$ cat src/rtl/retrig_pkg.sv
package retrig_pkg;

    // Synchronized levels of the three control lines
    typedef struct packed {
        logic fall;   // falling-edge trigger line
        logic rise;   // rising-edge trigger line
        logic clr_n;  // active-low clear, rising edge also triggers
    } trig_lvl_t;

    localparam int LVL_W = $bits(trig_lvl_t);

endpackage

$ cat src/rtl/retrig_sync.sv
module retrig_sync #(
    parameter int N      = 3,
    parameter int STAGES = 2
) (
    input  logic         clk,
    input  logic         rst,
    input  logic [N-1:0] din,
    output logic [N-1:0] dout
);

    logic [N-1:0] stage_d [STAGES];
    logic [N-1:0] stage_q [STAGES];

    always_comb begin
        stage_d[0] = din;
        for (int i = 1; i < STAGES; i++) begin
            stage_d[i] = stage_q[i-1];
        end
    end

    generate
        for (genvar g = 0; g < STAGES; g++) begin : g_stage
            always_ff @(posedge clk) begin
                if (rst) begin
                    stage_q[g] <= '0;
                end else begin
                    stage_q[g] <= stage_d[g];
                end
            end
        end
    endgenerate

    assign dout = stage_q[STAGES-1];

endmodule

$ cat src/rtl/retrig_trigger.sv
module retrig_trigger
    import retrig_pkg::*;
#(
    parameter int STAGES = 2
) (
    input  logic      clk,
    input  logic      rst,
    input  trig_lvl_t lvl_i,
    output logic      trig_o,
    output logic      clr_o
);

    // Cycles after reset before edge history holds real samples
    localparam int LIM = STAGES + 1;
    localparam int RW  = $clog2(LIM + 1);

    typedef struct packed {
        trig_lvl_t     prev;
        logic [RW-1:0] warm;
    } det_state_t;

    det_state_t st_d, st_q;
    logic       ready;
    logic       fall_hit, rise_hit, clr_hit;

    always_comb begin
        st_d      = st_q;
        st_d.prev = lvl_i;
        if (st_q.warm != RW'(LIM)) begin
            st_d.warm = st_q.warm + 1'b1;
        end

        ready    = (st_q.warm == RW'(LIM));
        fall_hit =  st_q.prev.fall  & ~lvl_i.fall  & lvl_i.rise  & lvl_i.clr_n;
        rise_hit = ~st_q.prev.rise  &  lvl_i.rise  & ~lvl_i.fall & lvl_i.clr_n;
        clr_hit  = ~st_q.prev.clr_n &  lvl_i.clr_n & ~lvl_i.fall & lvl_i.rise;

        trig_o = ready & (fall_hit | rise_hit | clr_hit);
        clr_o  = ~lvl_i.clr_n;
    end

    always_ff @(posedge clk) begin
        if (rst) begin
            st_q <= '0;
        end else begin
            st_q <= st_d;
        end
    end

endmodule

$ cat src/rtl/retrig_timer.sv
module retrig_timer #(
    parameter int W = 8
) (
    input  logic         clk,
    input  logic         rst,
    input  logic         trig_i,
    input  logic         clr_i,
    input  logic [W-1:0] width_i,
    output logic [W-1:0] cnt_o,
    output logic         pulse_o
);

    typedef struct packed {
        logic [W-1:0] cnt;
        logic         pulse;
    } tmr_state_t;

    tmr_state_t st_d, st_q;

    always_comb begin
        st_d = st_q;
        if (clr_i) begin
            st_d.cnt = '0;
        end else if (trig_i) begin
            st_d.cnt = width_i;
        end else if (st_q.cnt != '0) begin
            st_d.cnt = st_q.cnt - 1'b1;
        end
        st_d.pulse = (st_d.cnt != '0);
    end

    always_ff @(posedge clk) begin
        if (rst) begin
            st_q <= '0;
        end else begin
            st_q <= st_d;
        end
    end

    assign cnt_o   = st_q.cnt;
    assign pulse_o = st_q.pulse;

endmodule

$ cat src/rtl/retrig_oneshot.sv
module retrig_oneshot
    import retrig_pkg::*;
#(
    parameter int W           = 8,
    parameter int SYNC_STAGES = 2
) (
    input  logic         clk,
    input  logic         rst,
    input  logic         trig_fall_i,
    input  logic         trig_rise_i,
    input  logic         clear_n_i,
    input  logic [W-1:0] width_i,
    output logic         pulse_o,
    output logic         pulse_n_o
);

    trig_lvl_t    raw_lvl, sync_lvl;
    logic         trig_w, clr_w, pulse_w;
    logic [W-1:0] cnt_w;

    always_comb begin
        raw_lvl.fall  = trig_fall_i;
        raw_lvl.rise  = trig_rise_i;
        raw_lvl.clr_n = clear_n_i;
    end

    retrig_sync #(.N(LVL_W), .STAGES(SYNC_STAGES)) u_sync (
        .clk  (clk),
        .rst  (rst),
        .din  (raw_lvl),
        .dout (sync_lvl)
    );

    retrig_trigger #(.STAGES(SYNC_STAGES)) u_det (
        .clk    (clk),
        .rst    (rst),
        .lvl_i  (sync_lvl),
        .trig_o (trig_w),
        .clr_o  (clr_w)
    );

    retrig_timer #(.W(W)) u_tmr (
        .clk     (clk),
        .rst     (rst),
        .trig_i  (trig_w),
        .clr_i   (clr_w),
        .width_i (width_i),
        .cnt_o   (cnt_w),
        .pulse_o (pulse_w)
    );

    assign pulse_o   = pulse_w;
    assign pulse_n_o = ~pulse_w;

endmodule

$ cat config.mk
export PLATFORM = sky130hd
export DESIGN_NAME = retrig_oneshot
export DESIGN_NICKNAME = d
export VERILOG_FILES = /design/src/rtl/retrig_pkg.sv /design/src/rtl/retrig_sync.sv /design/src/rtl/retrig_trigger.sv /design/src/rtl/retrig_timer.sv /design/src/rtl/retrig_oneshot.sv
export SDC_FILE = /design/constraint.sdc
export NUM_CORES = 1
export LEC_CHECK = 0
export BUFFER_PORTS_ARGS = -buffer_cell sky130_fd_sc_hd__buf_4
export CORE_MARGIN = 5
export CORE_UTILIZATION = 48
export CTS_CLUSTER_DIAMETER = 120
export CTS_CLUSTER_SIZE = 25
export DETAILED_ROUTE_END_ITERATION = 10
export PLACE_DENSITY = 0.72
export RECOVER_POWER = 100
export SLEW_MARGIN = 20
export SYNTH_ARGS = -nofsm -noshare
export SYNTH_HDL_FRONTEND = slang
export SYNTH_SLANG_ARGS = --single-unit
$ cat constraint.sdc
create_clock -name clk -period 1.8 [get_ports clk]
set_input_delay 0.09 -clock clk [delete_from_list [all_inputs] [get_ports clk]]
set_output_delay 0.09 -clock clk [all_outputs]
set_load 0.02 [all_outputs]
==> results of run 1 <==
==> cell type report <==
class / count / area [um^2]
clock inverters: 1 / 30.03
inverters: 5 / 18.77
clock buffers: 3 / 22.52
multi-input cells: 74 / 579.3
fillers: 162 / 596.8
well taps: 27 / 33.78
flip-flops and latches: 20 / 402.9
repair buffers: 32 / 237.7
==> cells in the mapped netlist (3+ instances only) <==
library cell / number
dfxtp_1: 20
nor2_1: 12
nor2b_1: 9
nand2_1: 6
inv_1: 5
a21oi_1: 4
mux2i_1: 4
ha_1: 3
nor3_1: 3
o21ai_0: 3
or3_1: 3
xor2_1: 3
==> cells in the final DEF, fill, tap and decap left out, types with 2 or more instances in the layout <==
master          n
nand2_1         5
dfxtp_2         2
inv_2           2
xnor2_1         2
or3_1           3
a21oi_1         3
a21oi_2         2
mux2i_1         4
clkbuf_4        5
inv_1           3
buf_4          26
dfxtp_1        18
o21ai_0         2
nor2b_1         9
xor2_1          3
clkbuf_1        2
dlygate4sd3_1   2
or4_4           3
nor2_1         10
nor3_1          2
a41oi_2         2
ha_1            2
==> worst paths after layout <==
kind | start | endpoint | slack (ps) | cells past startpoint
setup / recovery | u_tmr.cnt_o[1] | u_tmr.pulse_o | -20 | 7
hold / removal | trig_fall_i | u_sync.stage_q[0][2] | 20 | 2
setup reg to reg | u_tmr.cnt_o[1] | u_tmr.pulse_o | -20 | 7
hold reg to reg | u_sync.stage_q[0][0] | u_sync.stage_q[1][0] | 450 | 1
==> routing by layer <==
metal,global-route usage,vias to the layer above
li1,-,424
met1,0.1864,394
met2,0.2888,18
met3,0.03270,2
met4,0.05809,0
met5,0,-
==> flip-flops by register name, indices dropped and copies added, names as in the netlist <==
signal          count
u_det.st_q          5
u_sync.stage_q      6
u_tmr.cnt_o         8
u_tmr.pulse_o       1
==> logic make-up (layout without fill, tap and decap cells) <==
| logic type | Yosys count | after routing | share of synthesized area |
|---|---|---|---|
| adder cells (fa/ha/maj) | 3 | 3 | 0.03979 |
| AND/OR/NAND/NOR | 45 | 45 | 0.2639 |
| XOR/XNOR | 5 | 5 | 0.04643 |
| multiplexers | 4 | 4 | 0.04244 |
| AO/OA/AOI/OAI | 17 | 17 | 0.1459 |
| flip-flops | 20 | 20 | 0.4244 |
| buffers and inverters | 8 | 41 | 0.03713 |
==> stage by stage <==
stage | setup WS [ps] | hold slack (ps) | cell area [um^2] | TNS (ps) | power, W
final | -17.51 | 23.01 | 1325 | -17.51 | 0.0009059
after global routing | -53.50 | 2.700 | 1325 | -118.9 | 0.0009460
after CTS | -1.517 | 20.52 | 1280 | -1.517 | 0.0009178
after detailed placement | -73.64 | 307.6 | 1177 | -118.0 | 0.0005543
after global placement | -34.18 | 298.7 | 1177 | -34.18 | 0.0005493
after floorplan | 5.160 | 161.6 | 963.4 | 0 | 0.0005200
==> repair_timing <==
item / CTS / global route
hold buffers: 2 / 0
pin swaps: 3 / 5
gates cloned: 0 / 0
hold endpoints to repair: 2 / 0
setup endpoints to repair: 6 / 7
resized for setup: 6 / 10
setup buffers: 1 / 2
==> power groups by stage <==
stage | Combinational [W] | Clock (W) | Sequential, W
after floorplan | 0.0000419 | 0 | 0.000478
after global placement | 0.0000681 | 0 | 0.000481
after detailed placement | 0.0000723 | 0 | 0.000482
after CTS | 0.0000769 | 0.000369 | 0.000472
after global routing | 0.0000850 | 0.000386 | 0.000475
final | 0.0000765 | 0.000357 | 0.000472
==> key figures, run 1 <==
Floorplanning
  • Die area: 0.002952 mm^2
  • Initial Util: 0.4909
  • Core area: 0.001922 mm^2
  • Die Width: 54.34 um
  • Boundary Pins: 15
  • FP Rows: 16
  • Die height: 54.34 um

Placement
  • Placed insts: 153
  • Post-DP HPWL: 1565 um
  • I/O Buffers: 14
  • Routability Congestion: 0.8739

Timing
  • RSZ-0062 raised after global routing: true
  • Max_slew headroom: 0.7293
  • Fin worst setup slack: -17.51 ps
  • Final setup vio count: 1
  • Fmax: 550.2 MHz
  • Tmin final: 1818 ps
  • Layout Skew: 7.004 ps
  • Post-route clock period utilization: 1.010
  • Final Hold Fails: 0
  • Fin. max-slew vios: 0
  • Worst slew pin tran: 405.5 ps

Drt
  • Metal-1 WL: 936 um
  • Routed wire length: 2124 um
  • Residual DRC: 0
  • WL met3: 80 um
  • DR vias: 838
  • WL/cell: 13.11 um
  • Antenna Nets Post-Route: 0
  • First-pass iteration count of the detailed router: 4
  • Vias per cell: 5.173
  • Highest metal used: met4
  • Starting DRC count in detailed routing: 10
  • Metal2 WL: 1097 um

Critical path
  • Worst Path Required: 2030 ps
  • Crit path buffers/inverters: 1
  • CP max stage delay: 400 ps
  • Cell Chain, Critical Path: inv_2 > ha_4 > or3b_4 > or2_4 > a31oi_1 > o311ai_1 > a41oi_2
  • CP max FO: 5
  • Slowest-stage cell, CP: or3b_4
  • Worst Setup End Kind: register
  • Crit-path leading delay family: simple AND/OR/NAND/NOR gates
  • Crit path kind: register to register
  • CP Launch Type: register
  • Crit path DAT: 2050 ps

Synth
  • Mapped cell area: 943.4 um^2
  • Seq cells post-synth: 20
  • Commonest register cell after synthesis: dfxtp_1
  • Leading area contributor after synthesis: dfxtp_1
  • Register area share after synthesis: 0.4244
  • Main area contributors after synthesis: dfxtp_1, nor2b_1, nor2_1
  • Synth Warn #: 0
  • Post-Syn Area per Cell: 9.249 um^2
  • Netlist cell types: 37
  • Post-Syn Nets: 118
  • Share of flip-flops with an asynchronous set or reset: 0
  • Synthesized netlist cell count: 102
  • Share of the synthesized area in the top cell type: 0.4244
  • Post-synth EDFFs: 0

Pwr
  • Net Switching: 0.0001754 W
  • Gate power share: 0.084
  • Power per cell area: 683.7 mW/mm^2
  • Leak: 0.5773 nW
  • Sequential power share: 0.521
  • Net Sw Frac: 0.1937
  • Internal power: 0.0007305 W
  • VDD IR max: 0.7736 mV
  • Clock share of power: 0.394

Global route
  • First-pass GRT wire length: 3456 um
  • Total global routing overflow: 0
  • GRT Util Overall: 0.1609
  • Vias in the first global route: 851
  • Largest net degree at the start of global routing: 17
  • Antenna violations before repair: 0

Final layout
  • Finished Layout Cells: 162
  • Layout area overhead: 40.45%
  • Fin util: 0.6895
  • Fraction of layout cells with a size suffix above 1: 0.4000
  • Final net count: 152
  • N_diodes: 0

Clock tree
  • CTS max path bufs: 2
  • Clock latency on the worst-skew pair: 290 ps
  • Worst-path clk slew: 110 ps
  • Num CTS Buffers: 3
  • Clock sink count: 20
  • Max H-tree Level: 1
  • CTS tree: yes
  • Root Buffer: clkbuf_4

Run
  • Max cap viols: 0

Hold path
  • Hold Crit Class: input pin to register

Status
  • Failing checks: negative setup slack
  • Status: finished, violations left
No activity file was read; power rests on OpenSTA's default activity.
==> run 2, diff against run 1 <==
--- a/config.mk
+++ b/config.mk
@@ -13,6 +13,7 @@
 export DETAILED_ROUTE_END_ITERATION = 10
 export PLACE_DENSITY = 0.72
 export RECOVER_POWER = 100
+export SETUP_SLACK_MARGIN = 0.02
 export SLEW_MARGIN = 20
 export SYNTH_ARGS = -nofsm -noshare
 export SYNTH_HDL_FRONTEND = slang
==> run 2 against run 1 <==
The flow still finishes with violations (negative setup slack). First-iteration DRC count is 60% higher. Via count is 2.0% lower. Global-route usage is 0.34 points lower. Critical endpoint unchanged. Flip-flop and latch count stayed put. Clock skew is 3.6 ps lower. Power is 10% lower. Largest power group unchanged. Fmax is 0.49% higher. Count of clock-buffer cells in the layout is 1 higher.
==> key figures, run 2 (same netlist as run 1, synthesis figures left out) <==
Status
  • Status: finished, violations left (unchanged)
  • Failing checks: negative setup slack (unchanged)

Critical path
  • Worst Setup End Kind: register (unchanged)
  • R2R Setup Slk: -9 ps (was -20 ps)
  • CP startpoint: u_tmr.cnt_o[4] (was u_tmr.cnt_o[1])
  • Crit path kind: register to register (unchanged)
  • Worst R2R End: u_tmr.pulse_o (unchanged)
  • Worst Path Required: 2050 ps (was 2030 ps)
  • R2R depth: 5 (was 7)
  • Reg-to-reg critical path startpoint: u_tmr.cnt_o[4] (was u_tmr.cnt_o[1])
  • Worst Setup EP: u_tmr.pulse_o (unchanged)
  • Crit path DAT: 2060 ps (was 2050 ps)
  • CP Launch Type: register (unchanged)
  • CP max FO: 8 (was 5)

Timing
  • Post-route clock period utilization: 1.005 (was 1.010)
  • Fmax: 552.9 MHz (was 550.2 MHz)
  • Fin worst setup slack: -8.623 ps (was -17.51 ps)
  • RSZ-0062 raised after global routing: true (unchanged)
  • Final Hold Fails: 0 (unchanged)
  • Tmin final: 1809 ps (was 1818 ps)
  • Max_slew headroom: 0.6358 (was 0.7293)
  • Layout Skew: 3.434 ps (was 7.004 ps)
  • Final setup vio count: 1 (unchanged)
  • Worst slew pin tran: 539.2 ps (was 405.5 ps)
  • Fin. max-slew vios: 0 (unchanged)

Drt
  • Antenna Nets Post-Route: 0 (unchanged)
  • WL/cell: 12.84 um (was 13.11 um)
  • Residual DRC: 0 (unchanged)
  • First-pass iteration count of the detailed router: 4 (unchanged)
  • Starting DRC count in detailed routing: 16 (was 10)
  • Vias per cell: 5.196 (was 5.173)
  • Routed wire length: 2028 um (was 2124 um)
  • DR vias: 821 (was 838)

Floorplanning
  • Die height: 54.34 um (unchanged)
  • FP Rows: 16 (unchanged)
  • Die area: 0.002952 mm^2 (unchanged)
  • Die Width: 54.34 um (unchanged)
  • Boundary Pins: 15 (unchanged)
  • Core area: 0.001922 mm^2 (unchanged)
  • Initial Util: 0.4909 (unchanged)

Clock tree
  • Clock sink count: 20 (unchanged)
  • Clock latency on the worst-skew pair: 310 ps (was 290 ps)
  • Worst-path clk slew: 110 ps (about the same)
  • Num CTS Buffers: 3 (unchanged)
  • CTS max path bufs: 2 (unchanged)
  • CTS tree: yes (unchanged)
  • Root Buffer: clkbuf_4 (unchanged)
  • Max H-tree Level: 1 (unchanged)

Pwr
  • Power per cell area: 647.4 mW/mm^2 (was 683.7 mW/mm^2)
  • Leak: 0.5419 nW (was 0.5773 nW)
  • VDD IR max: 0.4505 mV (was 0.7736 mV)

Final layout
  • Most common cell after layout, fill and taps aside: dfxtp_1 (was buf_4)
  • Final net count: 148 (was 152)
  • N_diodes: 0 (unchanged)
  • Fraction of layout cells with a size suffix above 1: 0.3206 (was 0.4000)
  • Final instance area: 0.001255 mm^2 (was 0.001325 mm^2)
  • Finished Layout Cells: 158 (was 162)
  • Layout area overhead: 33.02% (was 40.45%)
  • Commonest non-fill, non-tap cells in the layout: dfxtp_1, buf_4, nor2_1, nor2b_1 (was buf_4, dfxtp_1, nor2_1, nor2b_1)
  • Max reg flops: 8 (unchanged)

Placement
  • Placed insts: 150 (was 153)
  • Post-DP HPWL: 1515 um (was 1565 um)
  • Setup WS pre-CTS: -94.16 ps (was -73.64 ps)
  • I/O Buffers: 14 (unchanged)
  • Placed Area: 0.001161 mm^2 (was 0.001177 mm^2)
  • Routability Congestion: 0.8556 (was 0.8739)

Global route
  • Total global routing overflow: 0 (unchanged)
  • First-pass GRT wire length: 3284 um (was 3456 um)
  • Largest net degree at the start of global routing: 17 (unchanged)
  • Antenna violations before repair: 0 (unchanged)
  • Vias in the first global route: 801 (was 851)
  • GRT Util Overall: 0.1575 (was 0.1609)

Run
  • Max cap viols: 0 (unchanged)

Hold path
  • Hold Crit Class: input pin to register (unchanged)
[run 2: cell types whose count changed in the layout (fill, tap and decap cells not counted), sizes merged]
cell         delta
clkbuf          +5
dlygate4sd3     +1
bufinv          -1
buf             -9
[run 2: how the worst min path moves through the flow]
| stage | start | endpoint | slack, ps | cells past startpoint |
|---|---|---|---|---|
| floorplan | rst | u_det.st_q[3] | 160 | 1 |
| global placement | trig_rise_i | u_sync.stage_q[0][1] | 300 | 2 |
| detailed placement | trig_rise_i | u_sync.stage_q[0][1] | 310 | 2 |
| CTS | width_i[2] | u_tmr.cnt_o[2] | 20 | 3 |
| global route | width_i[2] | u_tmr.cnt_o[2] | 20 | 3 |
| finish | width_i[2] | u_tmr.cnt_o[2] | 20 | 3 |
[run 2: what timing repair did]
item / in CTS / in global routing
resized for setup: 8 / 1
pin swaps: 3 / 1
hold buffers: 3 / 0
endpoints found under the setup margin: 3 / 3
setup buffers: 1 / 0
endpoints found under the hold margin: 3 / 0
gates cloned: 0 / 0
[run 2: layout make-up]
type	instances	area [um^2]
clock buffers	4	36.28
fillers	178	666.9
inverters	5	18.77
multi-input cells	74	564.3
flip-flops and latches	20	401.6
well taps	27	33.78
repair buffers	28	200.2
[run 2: power by group]
group	switching (W)	leakage (nW)	internal, W	total, W
Combinational	0.0000311	0.357	0.0000440	0.0000751
Sequential	0.0000112	0.164	0.000461	0.000472
Clock	0.000141	0.0210	0.000124	0.000265
Total	0.000184	0.542	0.000629	0.000812
[run 2: worst max-delay path, stage by stage (launching register included)]
cell      delay (ps)
dfxtp_2          330
or4_4            580
or3_1            340
a211oi_2         230
o21ai_2          110
a41oi_2          160
[run 2: stage by stage]
| stage | util | total power [W] | hold WS, ps | TNS (ps) |
|---|---|---|---|---|
| after floorplan | - | 0.0005201 | 161.6 | 0 |
| after global placement | 0.6042 | 0.0005515 | 300.1 | -23.13 |
| after detailed placement | 0.6042 | 0.0005555 | 312.3 | -103.4 |
| after CTS | 0.6608 | 0.0008213 | 22.56 | -9.717 |
| after global routing | 0.6530 | 0.0008454 | 21.95 | -132.4 |
| final | 0.6530 | 0.0008124 | 20.65 | -8.623 |
[run 2: layer usage]
layer	wire length (um)	track usage	vias up
li1	-	-	413
met1	909	0.1780	390
met2	1002	0.2629	15
met3	88	0.03815	3
met4	28	0.09959	0
met5	0	0	-
